**config.mk**
```make
export PLATFORM = sky130hd
export DESIGN_NAME = lcd_addr_ctr
export DESIGN_NICKNAME = d
export VERILOG_FILES = /design/src/rtl/lcd_ac_pkg.sv /design/src/rtl/lcd_ac_geom.sv /design/src/rtl/lcd_ac_step.sv /design/src/rtl/lcd_ac_ofs.sv /design/src/rtl/lcd_addr_ctr.sv
export SDC_FILE = /design/constraint.sdc
export NUM_CORES = 1
export LEC_CHECK = 0
export BUFFER_PORTS_ARGS = -buffer_cell sky130_fd_sc_hd__buf_2
export CELL_PAD_IN_SITES_DETAIL_PLACEMENT = 1
export CELL_PAD_IN_SITES_GLOBAL_PLACEMENT = 1
export CORE_MARGIN = 2
export CORE_UTILIZATION = 47
export CTS_CLUSTER_DIAMETER = 30
export CTS_CLUSTER_SIZE = 24
export DETAILED_ROUTE_END_ITERATION = 6
export PLACE_DENSITY = 0.88
export SETUP_SLACK_MARGIN = 0.02
export SYNTH_ARGS = -nofsm -noshare
export SYNTH_HDL_FRONTEND = slang
export SYNTH_SLANG_ARGS = --single-unit
```
**constraint.sdc**
```tcl
create_clock -name clk -period 1.22 [get_ports clk]
set_clock_uncertainty 0.15 [all_clocks]
set_input_delay 0.061 -clock clk [delete_from_list [all_inputs] [get_ports clk]]
set_output_delay 0.061 -clock clk [all_outputs]
set_load 0.01 [all_outputs]
```
**src/rtl/lcd_ac_pkg.sv**
```systemverilog
package lcd_ac_pkg;
  typedef enum logic [1:0] {
    LM_ONE  = 2'd0,
    LM_TWO  = 2'd1,
    LM_FOUR = 2'd2
  } line_mode_e;
endpackage

```
**src/rtl/lcd_ac_geom.sv**
```systemverilog
module lcd_ac_geom
  import lcd_ac_pkg::*;
#(
  parameter int AW   = 7,
  parameter int LEN1 = 80,
  parameter int LEN2 = 40,
  parameter int LEN4 = 20
) (
  input  logic          four_line,
  input  logic          two_line,
  output line_mode_e    lmode,
  output logic [AW:0]   line_len,
  output logic [1:0]    last_line
);
  always_comb begin
    if (four_line) begin
      lmode     = LM_FOUR;
      line_len  = (AW+1)'(LEN4);
      last_line = 2'd3;
    end else if (two_line) begin
      lmode     = LM_TWO;
      line_len  = (AW+1)'(LEN2);
      last_line = 2'd1;
    end else begin
      lmode     = LM_ONE;
      line_len  = (AW+1)'(LEN1);
      last_line = 2'd0;
    end
  end
endmodule

```
**src/rtl/lcd_ac_step.sv**
```systemverilog
module lcd_ac_step
  import lcd_ac_pkg::*;
#(
  parameter int AW = 7
) (
  input  line_mode_e    lmode,
  input  logic [AW:0]   line_len,
  input  logic [1:0]    last_line,
  input  logic [AW-1:0] cur,
  input  logic          dir_up,
  output logic          legal,
  output logic [AW-1:0] nxt
);
  logic [1:0]    line;
  logic [AW-1:0] col;
  logic [AW-1:0] len_m1;

  function automatic logic [AW-1:0] start_of(input line_mode_e m, input logic [1:0] ln);
    case (m)
      LM_FOUR: return {ln, {(AW-2){1'b0}}};
      LM_TWO:  return {ln[0], {(AW-1){1'b0}}};
      default: return '0;
    endcase
  endfunction

  assign len_m1 = line_len[AW-1:0] - {{(AW-1){1'b0}}, 1'b1};

  always_comb begin
    case (lmode)
      LM_FOUR: begin
        line = cur[AW-1 -: 2];
        col  = {2'b00, cur[AW-3:0]};
      end
      LM_TWO: begin
        line = {1'b0, cur[AW-1]};
        col  = {1'b0, cur[AW-2:0]};
      end
      default: begin
        line = 2'd0;
        col  = cur;
      end
    endcase
    legal = (line <= last_line) && ({1'b0, col} < line_len);

    if (!legal) begin
      nxt = '0;
    end else if (dir_up) begin
      if (col == len_m1) nxt = (line == last_line) ? '0 : start_of(lmode, line + 2'd1);
      else               nxt = cur + {{(AW-1){1'b0}}, 1'b1};
    end else begin
      if (col == '0) nxt = (line == 2'd0) ? start_of(lmode, last_line) + len_m1
                                          : start_of(lmode, line - 2'd1) + len_m1;
      else           nxt = cur - {{(AW-1){1'b0}}, 1'b1};
    end
  end
endmodule

```
**src/rtl/lcd_ac_ofs.sv**
```systemverilog
module lcd_ac_ofs #(
  parameter int AW = 7
) (
  input  logic          clk,
  input  logic          rst_n,
  input  logic          clr,
  input  logic          shift_en,
  input  logic          shift_right,
  input  logic [AW:0]   line_len,
  output logic [AW-1:0] ofs
);
  logic [AW-1:0] ofs_q, ofs_d;
  logic          ofs_en;
  logic [AW-1:0] len_m1;

  assign len_m1 = line_len[AW-1:0] - {{(AW-1){1'b0}}, 1'b1};
  assign ofs_en = clr | shift_en;

  always_comb begin
    if (clr)
      ofs_d = '0;
    else if (shift_right)
      ofs_d = (ofs_q == '0 || {1'b0, ofs_q} >= line_len) ? len_m1
                                                         : ofs_q - {{(AW-1){1'b0}}, 1'b1};
    else
      ofs_d = (ofs_q >= len_m1) ? '0 : ofs_q + {{(AW-1){1'b0}}, 1'b1};
  end

  always_ff @(posedge clk or negedge rst_n) begin
    if (!rst_n)      ofs_q <= '0;
    else if (ofs_en) ofs_q <= ofs_d;
  end

  assign ofs = ofs_q;
endmodule

```
**src/rtl/lcd_addr_ctr.sv**
```systemverilog
module lcd_addr_ctr
  import lcd_ac_pkg::*;
#(
  parameter int AW   = 7,
  parameter int LEN1 = 80,
  parameter int LEN2 = 40,
  parameter int LEN4 = 20
) (
  input  logic          clk,
  input  logic          rst_n,
  input  logic          four_line,
  input  logic          two_line,
  input  logic          home_cmd,
  input  logic          load_cmd,
  input  logic [AW-1:0] load_addr,
  input  logic          move_cmd,
  input  logic          move_view,
  input  logic          move_right,
  input  logic          access_cmd,
  input  logic          entry_up,
  output logic [AW-1:0] addr,
  output logic [AW-1:0] view_ofs
);
  logic [1:0]    rst_sync;
  logic          rst_int_n;
  line_mode_e    lmode;
  logic [AW:0]   line_len;
  logic [1:0]    last_line;
  logic [AW-1:0] addr_q, addr_d, step_nxt, load_unused;
  logic          addr_en, cursor_mv, step_up, load_ok, step_legal_unused;

  always_ff @(posedge clk or negedge rst_n) begin
    if (!rst_n) rst_sync <= 2'b00;
    else        rst_sync <= {rst_sync[0], 1'b1};
  end
  assign rst_int_n = rst_sync[1];

  lcd_ac_geom #(.AW(AW), .LEN1(LEN1), .LEN2(LEN2), .LEN4(LEN4)) u_geom (
    .four_line(four_line), .two_line(two_line),
    .lmode(lmode), .line_len(line_len), .last_line(last_line)
  );

  assign cursor_mv = move_cmd & ~move_view;
  assign step_up   = cursor_mv ? move_right : entry_up;

  lcd_ac_step #(.AW(AW)) u_step (
    .lmode(lmode), .line_len(line_len), .last_line(last_line),
    .cur(addr_q), .dir_up(step_up),
    .legal(step_legal_unused), .nxt(step_nxt)
  );

  lcd_ac_step #(.AW(AW)) u_win (
    .lmode(lmode), .line_len(line_len), .last_line(last_line),
    .cur(load_addr), .dir_up(1'b1),
    .legal(load_ok), .nxt(load_unused)
  );

  assign addr_en = home_cmd | load_cmd | cursor_mv | access_cmd;

  always_comb begin
    if (home_cmd)      addr_d = '0;
    else if (load_cmd) addr_d = load_ok ? load_addr : '0;
    else               addr_d = step_nxt;
  end

  always_ff @(posedge clk or negedge rst_int_n) begin
    if (!rst_int_n)   addr_q <= '0;
    else if (addr_en) addr_q <= addr_d;
  end

  lcd_ac_ofs #(.AW(AW)) u_ofs (
    .clk(clk), .rst_n(rst_int_n), .clr(home_cmd),
    .shift_en(move_cmd & move_view), .shift_right(move_right),
    .line_len(line_len), .ofs(view_ofs)
  );

  assign addr = addr_q;
endmodule

```
==> metrics.yaml, run 1 <==
status: "stopped before the end"
haltStage: "4_1_cts"
error_line: "[ERROR DPL-0033] detailed placement checks failed during check placement."
synth_nets: 310
synthTopCellsByCount: "28 x ha_1, 19 x inv_1, 16 x dfrtp_1, 16 x nor2_1"
place_inst: 423
synth_top_area_share_pct: 18.35
synth_enable_flop_cells: 0
io_buffers: 31
ios: 32
postCtsHoldBufs: 5
row_count: 24
cts_buffers: 3
ctsResizeCount: 72
yosysWarningCount: 0
syn-cell-area_um2: 2182
dieWidth_um: 72.14
clk_path_buf_depth: 2
dp.final_hpwl_mm: 9.169
synthCells: 264
synth_flop_cell: "dfrtp_1"
ys_async_sr_fraction_pct: 100.0
h-tree-depth: 1
synth_most_common_cell: "ha_1"
die_y_um: 72.14
postCtsSetupBuffers: 9
dpl_worst_slack_ps: -1236
synthTopCellsByArea: "dfrtp_1 18%, ha_1 16%, a221o_1 3.7%"
cts_root_buf: "clkbuf_8"
ys_ff_latch: 16
yosysSeqAreaShare_pct: 18.35
gp_congestion: 0.9157
synth_top_area_cell: "dfrtp_1"
avgSynthCellArea_um2: 8.266
cts_sinks: 16
synth_cell_types: 69
initial_utilization_pct: 49.43
## metrics by stage
step                area (µm²)  hold slack, ps
floorplan                 2370          -384.6
global placement          3157          -302.8
detailed placement        3157          -301.1
## cells by family after synthesis
kind of cell / after synthesis / share of synthesized area [%]
and+or+nand+nor: 95 / 24.48
AOI/OAI and AO/OA: 80 / 27.87
buffers and inverters: 30 / 6.479
adders and majority gates: 28 / 16.06
DFF: 16 / 18.35
xor gates and xnor gates: 8 / 3.211
muxes: 6 / 3.383
other: 1 / 0.1719
==> inputs of run 2 (changes only) <==
CELL_PAD_IN_SITES_DETAIL_PLACEMENT = unset   (was 1)
CELL_PAD_IN_SITES_GLOBAL_PLACEMENT = unset   (was 1)
CORE_UTILIZATION = 40   (was 47)
CTS_CLUSTER_DIAMETER = unset   (was 30)
CTS_CLUSTER_SIZE = unset   (was 24)
PLACE_DENSITY = unset   (was 0.88)
PLACE_DENSITY_LB_ADDON = 0.15   (was unset)
SETUP_SLACK_MARGIN = unset   (was 0.02)
==> metrics.yaml, run 2 <==
io_buffers: 31
finalCritPeriodShare_pct: 185.7
final-setup-viol-count: 17
clk_path_buf_depth: 2
yosys.area_share.simple_pct: 24.48
fmaxAchievable_ghz: 0.4413
min_period_ps: 2266
start_kind: "register"
grt_pass1_vias: 2419
switchingPower_mw: 1.698
grt_max_degree: 11
fillers: 393
core_area_um2: 5172
cts_root_buf: "clkbuf_8"
r2r_slack_ps: -1050
tns_ps: -12800
violations: "negative setup slack"
ys_async_sr_fraction_pct: 100.0
grt_overflow: 0
clkTransAtPathRegs_ps: 70
rr_endpoint: "addr[6]"
synth_top_area_share_pct: 18.35
required_ps: 1260
worst_slew_margin_rel_pct: 42.38
mostFrequentLayoutCell: "buf_4"
synthTopCellsByCount: "28 x ha_1, 19 x inv_1, 16 x dfrtp_1, 16 x nor2_1"
synth_top_area_cell: "dfrtp_1"
synth_nets: 310
dp.final_hpwl_mm: 5.743
rsz0062_at_grt: "yes"
ir_drop_mv: 0.5618
leakage_nw: 1.652
synth_xor_area_share_pct: 3.211
drt_pass1_iterations: 4
p_per_area_nw_per_um2: 1155
endpoint_kind: "register"
die_area_um2: 6062
hold_viol: 0
layout_common_cells: "84 x buf_4, 26 x buf_2, 18 x ha_1"
drive_above_1_share_pct: 50.38
die_y_um: 77.86
routed_wl_mm: 7.375
r2r_cells: 8
syn-cell-area_um2: 2182
antenna_found_initial: 0
fin_nets: 438
synth_mux_area_share_pct: 3.383
diodes: 0
initial_utilization_pct: 42.19
hold_path.class: "reg2async"
multi_input_area_um2: 1932
synth_most_common_cell: "ha_1"
slew_violations: 0
synthCells: 264
ys_ff_latch: 16
cts_tree: "yes"
yosysWarningCount: 0
rr_startpoint: "addr[6]"
regArea_um2: 407.9
h-tree-depth: 1
gp_congestion: 0.8757
whs_ps: 7.836
synthTopCellsByArea: "dfrtp_1 18%, ha_1 16%, a221o_1 3.7%"
cp.arrival_ps: 2300
pwr-share-seq_pct: 17.5
wire_per_inst_um: 16.00
initialDrtViolationCount: 170
cts_buffers: 3
path_max_fanout: 4
row_count: 26
ios: 32
p_clk_share_pct: 10.4
combPwrFrac_pct: 72.1
synth_top_family_by_area: "compound AO/OA/AOI/OAI gates"
synth_cell_types: 69
drc: 0
synth_compound_area_share_pct: 27.87
clock_latency_ps: 250
final_antenna_net_count: 0
syn_to_final_growth_pct: 64.22
routed_via_density: 5.512
status: "complete, but fails checks"
critPathKind: "reg2reg"
vias: 2541
dieWidth_um: 77.86
grt_usage_pct: 24.25
yosysSeqAreaShare_pct: 18.35
grt_pass1_wl_mm: 11.80
synth_flop_cell: "dfrtp_1"
avgSynthCellArea_um2: 8.266
internal-power_mw: 2.440
worst_pin_slew_ps: 856.4
switching_share_pct: 41.03
layout_setup_ws_ps: -1046
synth_enable_flop_cells: 0
synthAdderAreaFrac_pct: 16.06
cts_sinks: 16
cap_violations: 0
## run 2: worst max-delay path by stage
stage                        from  endpoint  slack, ps  cells after the start
after floorplan           addr[6]   addr[3]      -1100                      9
after global placement    addr[6]   addr[6]      -1030                      8
after detailed placement  addr[6]   addr[4]      -1090                      9
after CTS                 addr[6]   addr[6]      -1050                      8
after global routing      addr[6]   addr[6]      -1140                     10
final                     addr[6]   addr[6]      -1050                      8
## run 2: kinds of logic (layout without fill, tap and decap cells)
kind of cell,count (synthesis),in the layout
flip-flops,16,16
multiplexers,6,6
AO/OA/AOI/OAI,80,80
buffers and inverters,30,157
XOR/XNOR,8,8
other,1,1
AND/OR/NAND/NOR,95,95
adder cells (fa/ha/maj),28,28
## run 2: cell type report
type | count | share of cell area, %
clock buffer | 4 | 1.257
inverter | 19 | 2.200
multi-input combinational | 218 | 53.91
sequential | 16 | 11.38
tap | 70 | 2.444
timing repair buffer | 134 | 28.81
## run 2: critical path, cell delays in order, from the launching register on
cell       delay (ps)
dfrtp_2           350
or3b_4            390
inv_4              80
ha_4              200
a2111oi_4         300
inv_2              90
or3_4             390
nor4_4            140
a211o_1           120
## run 2: timing repair
action	in CTS	in global routing
hold buffers	6	0
setup buffers	2	7
pin swaps	12	10
gates resized for setup	28	26
hold endpoints to repair	6	0
setup endpoints to repair	20	22
## run 2: layer usage
layer	track usage (%)	part of all wire, %	vias up
met5	0	0	-
met4	3.214	0.22	0
met3	2.674	6.8	2
met2	37.67	45	92
met1	36.71	48	1187
li1	-	-	1260
## run 2: power by group through the flow
| stage | clock network (mW) | registers, mW | logic (mW) |
|---|---|---|---|
| floorplan | 0 | 0.803 | 1.49 |
| global placement | 0 | 0.723 | 2.46 |
| detailed placement | 0 | 0.720 | 2.51 |
| CTS | 0.441 | 0.719 | 2.72 |
| global route | 0.467 | 0.734 | 3.23 |
| finish | 0.431 | 0.722 | 2.98 |
## run 2: through the flow
| stage | instance area, µm² | instances | total power [mW] | worst slack [ps] | utilization, % |
|---|---|---|---|---|---|
| final | 3583 | 461 | 4.138 | -1046 | 69.28 |
| after global routing | 3583 | 461 | 4.436 | -1140 | 69.28 |
| after CTS | 3435 | 455 | 3.884 | -1048 | 66.40 |
| after detailed placement | 3194 | 443 | 3.226 | -1090 | 61.76 |
| after global placement | 3194 | 443 | 3.182 | -1033 | 61.76 |
| after floorplan | 2370 | 264 | 2.289 | -1097 | - |
Note: power is estimated with default switching activity, not from simulation.
